## src/rtl/flash_fe_pkg.sv

```systemverilog
package flash_fe_pkg;

  typedef enum logic [3:0] {
    OP_NONE   = 4'd0,
    OP_WREN   = 4'd1,
    OP_WRDI   = 4'd2,
    OP_RDSR   = 4'd3,
    OP_WRSR   = 4'd4,
    OP_READ   = 4'd5,
    OP_PROG   = 4'd6,
    OP_SERASE = 4'd7,
    OP_CERASE = 4'd8,
    OP_RDID   = 4'd9
  } op_e;

  typedef enum logic [2:0] {
    ST_OPC,
    ST_ADDR,
    ST_SEND,
    ST_WDATA,
    ST_SRDATA,
    ST_DONE,
    ST_DEAD
  } st_e;

  // Bit 3 of every opcode is a don't-care.
  function automatic op_e decode_op(input logic [7:0] b);
    logic [7:0] m;
    m = b & 8'hF7;
    case (m)
      8'h06:   return OP_WREN;
      8'h04:   return OP_WRDI;
      8'h05:   return OP_RDSR;
      8'h01:   return OP_WRSR;
      8'h03:   return OP_READ;
      8'h02:   return OP_PROG;
      8'h52:   return OP_SERASE;
      8'h62:   return OP_CERASE;
      8'h15:   return OP_RDID;
      default: return OP_NONE;
    endcase
  endfunction

  function automatic logic takes_addr(input op_e o);
    return (o == OP_READ) || (o == OP_PROG) || (o == OP_SERASE);
  endfunction

endpackage

```

## src/rtl/fe_pin_sync.sv

```systemverilog
module fe_pin_sync #(
  parameter int N = 4,
  parameter int STAGES = 2,
  parameter logic [N-1:0] RST_VAL = '1
) (
  input  logic         clk,
  input  logic         rst_n,
  input  logic [N-1:0] din,
  output logic [N-1:0] q,
  output logic [N-1:0] q_prev
);
  localparam int DEPTH = STAGES + 1;

  for (genvar g = 0; g < N; g++) begin : g_pin
    logic [DEPTH-1:0] chain;
    always_ff @(posedge clk or negedge rst_n) begin
      if (!rst_n) chain <= {DEPTH{RST_VAL[g]}};
      else        chain <= {chain[DEPTH-2:0], din[g]};
    end
    assign q[g]      = chain[STAGES-1];
    assign q_prev[g] = chain[STAGES];
  end
endmodule

```

## src/rtl/fe_bit_engine.sv

```systemverilog
module fe_bit_engine (
  input  logic       clk,
  input  logic       rst_n,
  input  logic       cs_low,
  input  logic       cs_fall,
  input  logic       sck_lvl,
  input  logic       sck_rise,
  input  logic       sck_fall,
  input  logic       si_lvl,
  input  logic       hold_n_lvl,
  input  logic       accept,
  input  logic       tx_en,
  input  logic [7:0] tx_byte,
  output logic [7:0] rx_byte,
  output logic       byte_done,
  output logic       bit_zero,
  output logic       tx_load,
  output logic       so_data,
  output logic       so_oe,
  output logic       hold_act
);
  logic [2:0] bit_cnt;
  logic [7:0] rx_sh, tx_sh, rx_q;
  logic       so_q, live_q, hold_q, done_q, load_q;
  logic       act;

  assign act = cs_low & ~hold_q & accept;

  // Pause is sampled only while the serial clock is low.
  always_ff @(posedge clk or negedge rst_n) begin
    if (!rst_n)        hold_q <= 1'b0;
    else if (!sck_lvl) hold_q <= ~hold_n_lvl;
  end

  always_ff @(posedge clk or negedge rst_n) begin
    if (!rst_n) begin
      bit_cnt <= '0;
      rx_sh   <= '0;
      rx_q    <= '0;
      tx_sh   <= '0;
      so_q    <= 1'b0;
      live_q  <= 1'b0;
      done_q  <= 1'b0;
      load_q  <= 1'b0;
    end else begin
      done_q <= 1'b0;
      load_q <= 1'b0;
      if (cs_fall) begin
        bit_cnt <= '0;
        live_q  <= 1'b0;
      end else if (act) begin
        if (sck_rise) begin
          rx_sh   <= {rx_sh[6:0], si_lvl};
          bit_cnt <= bit_cnt + 3'd1;
          if (bit_cnt == 3'd7) begin
            done_q <= 1'b1;
            rx_q   <= {rx_sh[6:0], si_lvl};
          end
        end
        if (sck_fall && tx_en) begin
          if (bit_cnt == 3'd0) begin
            so_q   <= tx_byte[7];
            tx_sh  <= {tx_byte[6:0], 1'b0};
            live_q <= 1'b1;
            load_q <= 1'b1;
          end else begin
            so_q  <= tx_sh[7];
            tx_sh <= {tx_sh[6:0], 1'b0};
          end
        end
      end
    end
  end

  assign rx_byte   = rx_q;
  assign byte_done = done_q;
  assign bit_zero  = (bit_cnt == 3'd0);
  assign tx_load   = load_q;
  assign so_data   = so_q;
  assign so_oe     = live_q & cs_low & ~hold_q & tx_en;
  assign hold_act  = hold_q;
endmodule

```

## src/rtl/fe_cmd_seq.sv

```systemverilog
module fe_cmd_seq
  import flash_fe_pkg::*;
#(
  parameter int ADDR_W = 18,
  parameter int PAGE_W = 8,
  parameter logic [7:0] MFR_ID = 8'h1F,
  parameter logic [7:0] DEV_ID = 8'h63
) (
  input  logic              clk,
  input  logic              rst_n,
  input  logic              cs_fall,
  input  logic              cs_rise,
  input  logic              bit_zero,
  input  logic              byte_done,
  input  logic [7:0]        rx_byte,
  input  logic              tx_load,
  input  logic              busy,
  input  logic [7:0]        status_in,
  input  logic [7:0]        mem_rdata,
  output logic              accept,
  output logic              tx_en,
  output logic [7:0]        tx_byte,
  output logic              mem_rd,
  output logic [ADDR_W-1:0] mem_addr,
  output logic              byte_stb,
  output logic [ADDR_W-1:0] byte_addr,
  output logic [7:0]        byte_data,
  output logic              cmd_stb,
  output logic [3:0]        cmd_code,
  output logic [ADDR_W-1:0] cmd_addr,
  output logic [7:0]        cmd_data
);
  localparam int ABYTES = 3;
  localparam int ASH_W  = 8 * (ABYTES - 1);
  localparam logic [1:0] ALAST = 2'(ABYTES - 1);

  function automatic logic [ADDR_W-1:0] page_inc(input logic [ADDR_W-1:0] a);
    logic [ADDR_W-1:0] r;
    r = a;
    r[PAGE_W-1:0] = a[PAGE_W-1:0] + 1'b1;
    return r;
  endfunction

  function automatic logic [ADDR_W-1:0] lin_inc(input logic [ADDR_W-1:0] a);
    return a + 1'b1;
  endfunction

  st_e               st;
  op_e               op;
  op_e               dec;
  logic [1:0]        acnt;
  logic [ASH_W-1:0]  ash;
  logic [ADDR_W-1:0] a_next, rd_addr, wr_addr, wa_start;
  logic              fetch_pend, fetch_q, got_byte;
  logic [1:0]        id_idx;
  logic [7:0]        tx_q, sr_q;
  logic              bstb_q, cstb_q;
  logic [ADDR_W-1:0] baddr_q, caddr_q;
  logic [7:0]        bdata_q, cdata_q;
  logic [3:0]        ccode_q;
  logic              cmd_ready;

  assign dec       = decode_op(rx_byte);
  assign a_next    = ADDR_W'({ash, rx_byte});
  assign cmd_ready = bit_zero && ((st == ST_DONE) || (st == ST_WDATA && got_byte));

  always_ff @(posedge clk or negedge rst_n) begin
    if (!rst_n) begin
      st <= ST_OPC; op <= OP_NONE; acnt <= '0; ash <= '0;
      rd_addr <= '0; wr_addr <= '0; wa_start <= '0;
      fetch_pend <= 1'b0; fetch_q <= 1'b0; got_byte <= 1'b0;
      id_idx <= '0; tx_q <= '0; sr_q <= '0;
      bstb_q <= 1'b0; cstb_q <= 1'b0; baddr_q <= '0; caddr_q <= '0;
      bdata_q <= '0; cdata_q <= '0; ccode_q <= '0;
    end else begin
      fetch_pend <= 1'b0;
      fetch_q    <= fetch_pend;
      bstb_q     <= 1'b0;
      cstb_q     <= 1'b0;
      if (st == ST_SEND && op == OP_RDSR) tx_q <= status_in;
      else if (fetch_q)                   tx_q <= mem_rdata;
      if (cs_fall) begin
        st <= ST_OPC; op <= OP_NONE; acnt <= '0;
        got_byte <= 1'b0; id_idx <= '0;
      end else begin
        if (cs_rise && cmd_ready) begin
          cstb_q  <= 1'b1;
          ccode_q <= op;
          caddr_q <= wa_start;
          cdata_q <= sr_q;
        end
        if (byte_done) begin
          case (st)
            ST_OPC: begin
              op <= dec;
              if (dec == OP_NONE || (busy && dec != OP_RDSR)) st <= ST_DEAD;
              else if (takes_addr(dec)) begin
                st <= ST_ADDR; acnt <= '0;
              end else if (dec == OP_RDSR) begin
                st <= ST_SEND; tx_q <= status_in;
              end else if (dec == OP_RDID) begin
                st <= ST_SEND; tx_q <= MFR_ID; id_idx <= 2'd1;
              end else if (dec == OP_WRSR) st <= ST_SRDATA;
              else st <= ST_DONE;
            end
            ST_ADDR: begin
              ash  <= {ash[ASH_W-9:0], rx_byte};
              acnt <= acnt + 2'd1;
              if (acnt == ALAST) begin
                if (op == OP_READ) begin
                  st <= ST_SEND; rd_addr <= a_next; fetch_pend <= 1'b1;
                end else begin
                  st <= (op == OP_PROG) ? ST_WDATA : ST_DONE;
                  wr_addr  <= a_next;
                  wa_start <= a_next;
                end
              end
            end
            ST_WDATA: begin
              bstb_q   <= 1'b1;
              baddr_q  <= wr_addr;
              bdata_q  <= rx_byte;
              wr_addr  <= page_inc(wr_addr);
              got_byte <= 1'b1;
            end
            ST_SRDATA: begin
              sr_q <= rx_byte;
              st   <= ST_DONE;
            end
            default: ;
          endcase
        end
        if (tx_load && st == ST_SEND) begin
          if (op == OP_READ) begin
            rd_addr    <= lin_inc(rd_addr);
            fetch_pend <= 1'b1;
          end else if (op == OP_RDID) begin
            tx_q   <= (id_idx == 2'd1) ? DEV_ID : 8'h00;
            id_idx <= 2'd2;
          end
        end
      end
    end
  end

  assign accept    = (st != ST_DEAD);
  assign tx_en     = (st == ST_SEND);
  assign tx_byte   = tx_q;
  assign mem_rd    = fetch_pend;
  assign mem_addr  = rd_addr;
  assign byte_stb  = bstb_q;
  assign byte_addr = baddr_q;
  assign byte_data = bdata_q;
  assign cmd_stb   = cstb_q;
  assign cmd_code  = ccode_q;
  assign cmd_addr  = caddr_q;
  assign cmd_data  = cdata_q;
endmodule

```

## src/rtl/spi_flash_front.sv

```systemverilog
module spi_flash_front #(
  parameter int ADDR_W = 18,
  parameter int SYNC_STAGES = 2,
  parameter logic [7:0] MFR_ID = 8'h1F,
  parameter logic [7:0] DEV_ID = 8'h63
) (
  input  logic              clk,
  input  logic              rst_n,
  input  logic              spi_sck,
  input  logic              spi_si,
  input  logic              spi_cs_n,
  input  logic              spi_hold_n,
  output logic              spi_so,
  output logic              spi_so_oe,
  input  logic              wr_busy,
  input  logic [7:0]        status_in,
  output logic              mem_rd,
  output logic [ADDR_W-1:0] mem_addr,
  input  logic [7:0]        mem_rdata,
  output logic              pgm_byte_stb,
  output logic [ADDR_W-1:0] pgm_byte_addr,
  output logic [7:0]        pgm_byte_data,
  output logic              cmd_stb,
  output logic [3:0]        cmd_code,
  output logic [ADDR_W-1:0] cmd_addr,
  output logic [7:0]        cmd_data
);
  localparam int NPIN  = 4;
  localparam int P_SCK = 0;
  localparam int P_SI  = 1;
  localparam int P_CS  = 2;
  localparam int P_HLD = 3;

  logic [NPIN-1:0] pin_q, pin_prev;
  logic sck_rise, sck_fall, cs_low, cs_fall, cs_rise;
  logic [7:0] rx_byte, tx_byte;
  logic byte_done, bit_zero, tx_load, accept, tx_en, hold_act;

  fe_pin_sync #(.N(NPIN), .STAGES(SYNC_STAGES), .RST_VAL('1)) u_sync (
    .clk(clk), .rst_n(rst_n),
    .din({spi_hold_n, spi_cs_n, spi_si, spi_sck}),
    .q(pin_q), .q_prev(pin_prev)
  );

  assign sck_rise = pin_q[P_SCK] & ~pin_prev[P_SCK];
  assign sck_fall = ~pin_q[P_SCK] & pin_prev[P_SCK];
  assign cs_low   = ~pin_q[P_CS];
  assign cs_fall  = ~pin_q[P_CS] & pin_prev[P_CS];
  assign cs_rise  = pin_q[P_CS] & ~pin_prev[P_CS];

  fe_bit_engine u_bits (
    .clk(clk), .rst_n(rst_n),
    .cs_low(cs_low), .cs_fall(cs_fall),
    .sck_lvl(pin_q[P_SCK]), .sck_rise(sck_rise), .sck_fall(sck_fall),
    .si_lvl(pin_q[P_SI]), .hold_n_lvl(pin_q[P_HLD]),
    .accept(accept), .tx_en(tx_en), .tx_byte(tx_byte),
    .rx_byte(rx_byte), .byte_done(byte_done), .bit_zero(bit_zero),
    .tx_load(tx_load), .so_data(spi_so), .so_oe(spi_so_oe),
    .hold_act(hold_act)
  );

  fe_cmd_seq #(.ADDR_W(ADDR_W), .MFR_ID(MFR_ID), .DEV_ID(DEV_ID)) u_seq (
    .clk(clk), .rst_n(rst_n),
    .cs_fall(cs_fall), .cs_rise(cs_rise), .bit_zero(bit_zero),
    .byte_done(byte_done), .rx_byte(rx_byte), .tx_load(tx_load),
    .busy(wr_busy), .status_in(status_in), .mem_rdata(mem_rdata),
    .accept(accept), .tx_en(tx_en), .tx_byte(tx_byte),
    .mem_rd(mem_rd), .mem_addr(mem_addr),
    .byte_stb(pgm_byte_stb), .byte_addr(pgm_byte_addr), .byte_data(pgm_byte_data),
    .cmd_stb(cmd_stb), .cmd_code(cmd_code), .cmd_addr(cmd_addr), .cmd_data(cmd_data)
  );
endmodule

```

## config.mk

```make
export PLATFORM = sky130hd
export DESIGN_NAME = spi_flash_front
export DESIGN_NICKNAME = d
export VERILOG_FILES = /design/src/rtl/flash_fe_pkg.sv /design/src/rtl/fe_pin_sync.sv /design/src/rtl/fe_bit_engine.sv /design/src/rtl/fe_cmd_seq.sv /design/src/rtl/spi_flash_front.sv
export SDC_FILE = /design/constraint.sdc
export NUM_CORES = 1
export LEC_CHECK = 0
export ABC_AREA = 1
export BUFFER_PORTS_ARGS = -buffer_cell sky130_fd_sc_hd__buf_2
export CORE_MARGIN = 4
export CORE_UTILIZATION = 39
export CTS_CLUSTER_SIZE = 14
export DETAILED_ROUTE_END_ITERATION = 10
export GPL_TIMING_DRIVEN = 0
export HOLD_SLACK_MARGIN = 0.15
export PLACE_DENSITY = 0.66
export SETUP_SLACK_MARGIN = 0.3
export SYNTH_ARGS = -nofsm -noshare
export SYNTH_HDL_FRONTEND = slang
export SYNTH_SLANG_ARGS = --single-unit
```

## constraint.sdc

```tcl
create_clock -name clk -period 1.8 [get_ports clk]
set_input_delay 0.36 -clock clk [delete_from_list [all_inputs] [get_ports clk]]
set_output_delay 0.36 -clock clk [all_outputs]
set_load 0.02 [all_outputs]
```

## Word-level counts from Yosys, hierarchy flattened

Cells that the tools add are included.

- Flip-flop bits (word level): 193
- Output and inout bits: 79

- Add/sub/neg operators: 4
- Equal/unequal tests: 34
- Multiplexer cells: 84
- Bitwise operators: 18
- Reduce and logical (&&, ||, !) cells: 40

Operators by type and width:

| kind | number |
|---|---|
| $mux 18 | 8 |
| $mux 8 | 13 |
| $mux 3 | 12 |
| $pmux 18 s2 | 1 |
| $pmux 4 s9 | 1 |
| $mux 1 | 29 |
| $mux 2 | 14 |
| $eq 4x3->1 const B | 6 |
| $eq 7x3->1 const B | 3 |
| $reduce_and 3->1 | 7 |
| $add 18x1->18 const B | 1 |
| $reduce_bool 2->1 | 8 |
| $eq 7x2->1 const B | 2 |
| $eq 7x6->1 const B | 2 |
| $mux 4 | 3 |
| $reduce_and 5->1 | 2 |
| $and 1x1->1 | 9 |
| $eq 3x3->1 const B | 3 |
| $not 1->1 | 9 |
| $pmux 3 s3 | 1 |
| $add 8x1->8 const B | 1 |
| $eq 4x2->1 const B | 2 |
| $eq 4x4->1 const B | 2 |
| $reduce_and 2->1 | 4 |
| 23 further kinds | 37 |

## Longest topological paths before layout

- Depth in word-level cells: 13
- Depth in mapped cells: 14

## By module

From an unflattened synthesis, not the netlist that was laid out.

- Cell total of the unflattened synthesis: 1054
- Area, all modules: 8906.0 um^2

By module, submodules not included:

| module | times used | cells an instance | area each (um^2) | sequential area each (um^2) |
|---|---|---|---|---|
| fe_cmd_seq | 1 | 864 | 7114.3 | 3803.6 |
| fe_bit_engine | 1 | 162 | 1383.8 | 750.7 |
| fe_pin_sync | 1 | 20 | 375.4 | 315.3 |
| spi_flash_front | 1 | 8 | 32.5 | 0.0 |

## Least setup slack after synthesis

Ideal clock, no wire load.

- Path type: register to register
- Start: register u_seq.rd_addr[0], in the netlist u_seq.mem_addr[0]
- End: register u_seq.rd_addr[16], in the netlist u_seq.mem_addr[16]
- Library setup time: 0.132 ns
- Arrival: 1.724 ns
- Required time: 1.668 ns
- Path slack: -0.055 ns
- Cell stages (with the launch flop): 10
- Buffers on the path: 0
- Period minus slack after synthesis: 1.855 ns
- Cells stage by stage: dfrtp_1 ha_1 nand3_1 nor3_2 nand3_1 nor2_2 nand3_1 xor2_1 o21ai_1 o21ai_1

- Word-level cells in the longest chain between the ends: 3

Ends and longest elaborated chain:

| element | RTL line | source |
|---|---|---|
| start: declaration | fe_cmd_seq.sv:53 | `logic [ADDR_W-1:0] a_next, rd_addr, wr_addr, wa_start;` |
| start signal: assignment | fe_cmd_seq.sv:135 | `rd_addr <= lin_inc(rd_addr);` |
| $add 18x1->18 | fe_cmd_seq.sv:45 | `return a + 1'b1;` |
| $mux 18 | fe_cmd_seq.sv:134 | `if (op == OP_READ) begin` |
| $mux 18 | fe_cmd_seq.sv:133 | `if (tx_load && st == ST_SEND) begin` |

No other way between the ends.
A chain may end at the register's enable or synchronous reset.

## Worst setup path after layout

- Start: register u_bits.rx_q[2], in the netlist u_bits.rx_byte[2]
- End: register u_seq.st[1]

- Word-level cells in the longest chain between the ends: 10

Ends and longest elaborated chain:

| element | RTL line | source |
|---|---|---|
| start: declaration | fe_bit_engine.sv:23 | `logic [7:0] rx_sh, tx_sh, rx_q;` |
| start signal: assignment | fe_bit_engine.sv:57 | `rx_q <= {rx_sh[6:0], si_lvl};` |
| $eq 7x4->1 (tied with other cells) | flash_fe_pkg.sv:30 | `case (m)` |
| $pmux 4 s9 * | flash_fe_pkg.sv:30 |  |
| $eq 4x4->1 or $eq 4x3->1 (tied branches) | fe_cmd_seq.sv:101, flash_fe_pkg.sv:45 |  |
| $mux 3 or $logic_or 1x1->1 (tied branches) | fe_cmd_seq.sv:101, flash_fe_pkg.sv:45 |  |
| $mux 3 or $logic_or 1x1->1 (tied branches) | fe_cmd_seq.sv:99, flash_fe_pkg.sv:45 |  |
| $mux 3 | fe_cmd_seq.sv:97 | `else if (takes_addr(dec)) begin` |
| $mux 3 * | fe_cmd_seq.sv:96 | `if (dec == OP_NONE \|\| (busy && dec != OP_RDSR)) st <= ST_DEAD;` |
| $pmux 3 s3 * | fe_cmd_seq.sv:93 | `case (st)` |
| $mux 3 * | fe_cmd_seq.sv:92 | `if (byte_done) begin` |
| $mux 3 * | fe_cmd_seq.sv:82 | `if (cs_fall) begin` |
| end signal: assignment | fe_cmd_seq.sv:113 | `st <= (op == OP_PROG) ? ST_WDATA : ST_DONE;` |
| end: declaration | fe_cmd_seq.sv:48 | `st_e st;` |

Every way passes the cells marked *; elsewhere a longest branch is shown, timed or not. The select of a mux whose other input is x is not followed.

==> impl_metrics.py <==
metrics = {
    "run_status": {
        "status": "finished with violations",
        "violations": "hold timing, setup timing",
    },
    "routing": {
        "antenna_left": 0,
        "drt_iter0_drc": 774,
        "wl_per_cell_um": 19.6,
        "dr.pass1.iters": 7,
        "viasPerCell": 5.49,
        "vias": 8635,
        "finalWirelength_um": 30900,
        "drc": 0,
    },
    "global_routing": {
        "grt_max_degree": 127,
        "antenna_found_initial": 0,
        "grt_pass1_wl_um": 42400,
        "grt_pass1_vias": 8084,
        "grt.overflow.total": 0,
        "grt_usage": 0.216,
    },
    "power_and_ir_drop": {
        "power.density_mw_per_mm2": 784,
        "ir_drop_uv": 623,
        "p_leak_nw": 6.65,
    },
    "cells_and_area": {
        "area_delta_synth_final_pct": 58.0,
        "n_antenna_cell": 0,
        "final_cell_mix": "dfrtp_1, nand2_1, buf_2",
        "layout_commonest_cell": "dfrtp_1",
        "nets": 1309,
        "drive_gt1_frac": 0.531,
    },
    "timing": {
        "rsz0062_at_grt": "yes",
        "hold_ws_ns": -0.142,
        "fin_crit_sh": 1.16,
        "worst_slack_ns": -0.293,
        "worst_slew_pin_slew_ns": 0.638,
        "setup_viol": 90,
        "finalCriticalPeriod_ns": 2.09,
        "max_freq_ghz": 0.478,
        "slew-limit-headroom": 0.575,
        "drv_slew": 0,
        "timing.final.hold_violations": 56,
        "skew_ns": 0.0141,
    },
    "floorplan": {
        "die_w_um": 158,
        "initial_core_util": 0.399,
        "dieArea_mm2": 0.0249,
        "rows": 54,
        "ioPinCount": 102,
        "coreArea_mm2": 0.0220,
        "die_y_um": 158,
    },
    "synth": {
        "ys_warn_count": 0,
        "synthArstFlopShare": 1.00,
        "synthCells": 1009,
        "synth_seq_cells": 192,
        "postSynthAreaPerCell_um2": 8.68,
        "synth_seq_area_share": 0.550,
        "synth_edf_count": 0,
        "synth_ff_type": "dfrtp_1",
        "ys_types": 43,
        "syn_nets": 1038,
        "synth_area_mm2": 0.00876,
    },
    "worst_setup_path": {
        "reg2reg_from": "u_bits.rx_byte[2]",
        "rr_endpoint": "u_seq.st[1]",
        "critPathArrivalTime_ns": 2.41,
        "crit_path_top_delay_cell": "dfrtp_1",
        "reg2regPathDepth": 11,
        "cpMostUsedCell": "nand2_1",
        "cp_cell_sequence": "buf_6 > nand2_1 > nor2_2 > nand2_4 > nand4_1 > nand3_4 > buf_4 > a21oi_4 > nand2_1 > nor2_1 > o22ai_1",
        "reg2reg_slack_ns": -0.29,
        "critical_path.max_stage_delay_ns": 0.36,
        "required_ns": 2.12,
        "cp_max_fo": 8,
        "endpoint_kind": "flip-flop",
        "start_kind": "flip-flop",
        "critPathLaunch": "u_bits.rx_byte[2]",
        "cp-endpoint": "u_seq.st[1]",
        "path_class": "reg2reg",
    },
    "clock_tree": {
        "root_buffer": "clkbuf_16",
        "clock_latency_ns": 0.45,
        "hold_buffers": 4,
        "cts_tree": "built",
        "cts.path.max_buffers": 2,
        "clk_pin_slew_worst_paths_ns": 0.08,
        "numClockSinks": 192,
        "cts_buffers": 17,
        "htreeDepth": 4,
    },
    "run": {
        "drv_cap": 0,
    },
    "place": {
        "numPortBuffers": 101,
        "gp_congestion": 0.846,
        "dp_hpwl_um": 16200,
        "dp_slack_ns": -0.437,
    },
    "worst_hold_path": {
        "hp-class": "in2async",
    },
}
where the power goes:
group | total, mW | internal, mW | switching [mW]
combinational | 2.19 | 0.953 | 1.23
sequential | 4.80 | 4.54 | 0.260
clock | 3.87 | 1.87 | 2.00
total | 10.9 | 7.36 | 3.49
critical path: cells and delay by family, from the launching register on:
family	cells	cell delay, ns
flip-flops	1	0.36
buffers and inverters	2	0.34
AO/OA/AOI/OAI	2	0.28
AND/OR/NAND/NOR	7	0.98
state kept, by name (all words and copies together), names as in the netlist, 2 cells and up:
| signal | count |
|---|---|
| u_seq.cmd_addr | 18 |
| u_seq.wa_start | 18 |
| u_bits.bit_cnt | 3 |
| u_seq.cmd_code | 4 |
| u_seq.op | 4 |
| u_seq.id_idx | 2 |
| u_seq.st | 3 |
| u_seq.sr_q | 8 |
| u_seq.mem_addr | 18 |
| u_seq.ash | 10 |
| u_seq.wr_addr | 18 |
| u_bits.rx_byte | 8 |
| u_sync.g_pin.chain | 10 |
| u_bits.rx_sh | 7 |
| u_seq.cmd_data | 8 |
| u_bits.tx_sh | 7 |
| u_seq.acnt | 2 |
| u_seq.byte_data | 8 |
| u_seq.byte_addr | 18 |
| u_seq.tx_byte | 8 |
layer usage:
layer  up-vias  routed length, um  track usage
met3       116               2070       0.0388
li1       3859                  -            -
met5         -                  0            0
met2       445              15200        0.352
met4         0               1220       0.0733
met1      4215              12400        0.292
final cells by class:
type | count | area (um2)
Multi-Input combinational cell | 664 | 4810
Tap cell | 280 | 350
Timing Repair Buffer | 251 | 2180
Clock inverter | 15 | 168
Fill cell | 1581 | 8110
Clock buffer | 17 | 425
Inverter | 118 | 528
Sequential cell | 192 | 4840
Buffer | 36 | 546
per-stage QoR:
step	area [um2]	power, mW	utilization	TNS, ns	std cells
detailed placement	9850	5.86	0.449	-14.05	1391
finish	13800	10.9	0.631	-6.61	1573
CTS	12400	10.3	0.567	-0.579	1530
global placement	9810	5.82	0.447	-546.96	1390
floorplan	8960	5.47	-	0	1009
global route	13800	11.2	0.631	-11.66	1573
how the worst min path moves through the flow:
stage,cells after the start,slack [ns],endpoint,startpoint
final,1,-0.14,u_seq.mem_addr[5],rst_n
after global routing,1,-0.11,u_seq.mem_addr[15],rst_n
after CTS,1,-0.12,u_seq.mem_addr[15],rst_n
after detailed placement,1,0.35,u_seq.mem_addr[14],rst_n
after global placement,0,0.35,u_sync.g_pin[2].chain[1],u_sync.g_pin[2].chain[0]
after floorplan,0,0.06,u_bits.bit_cnt[0],rst_n
logic make-up (layout without fill, tap and decap cells):
logic type,count (synthesis),after routing,share of synthesized area
simple gates,394,395,0.203
compound gates,242,242,0.148
flops,192,192,0.550
buf+inv,154,437,0.0690
xor+xnor,12,12,0.0120
mux,9,9,0.0103
fa+ha+maj,6,6,0.00857
synth_stat cells (6+ instances only):
cell type / number / share of area
nand4_1: 6 / 0.0043
inv_2: 13 / 0.0056
mux2i_1: 9 / 0.010
dfrtp_1: 182 / 0.52
clkbuf_1: 25 / 0.011
o21ai_0: 153 / 0.087
o21ai_1: 16 / 0.0091
ha_1: 6 / 0.0086
nand2_1: 247 / 0.11
a21oi_1: 39 / 0.022
inv_1: 105 / 0.045
o211ai_1: 13 / 0.011
dfstp_2: 10 / 0.030
nand2_2: 10 / 0.0071
nand3_1: 41 / 0.023
nor2_1: 54 / 0.023
nor2_2: 7 / 0.0050
xor2_1: 12 / 0.012
what timing repair did:
action,4_1_cts,5_1_grt
pin swaps,73,55
cloned,20,9
endpoints found under the hold margin,60,56
buffers inserted,83,34
gates resized for setup,402,322
setup endpoints to repair,178,185
Power figures use the tool's default switching activity.
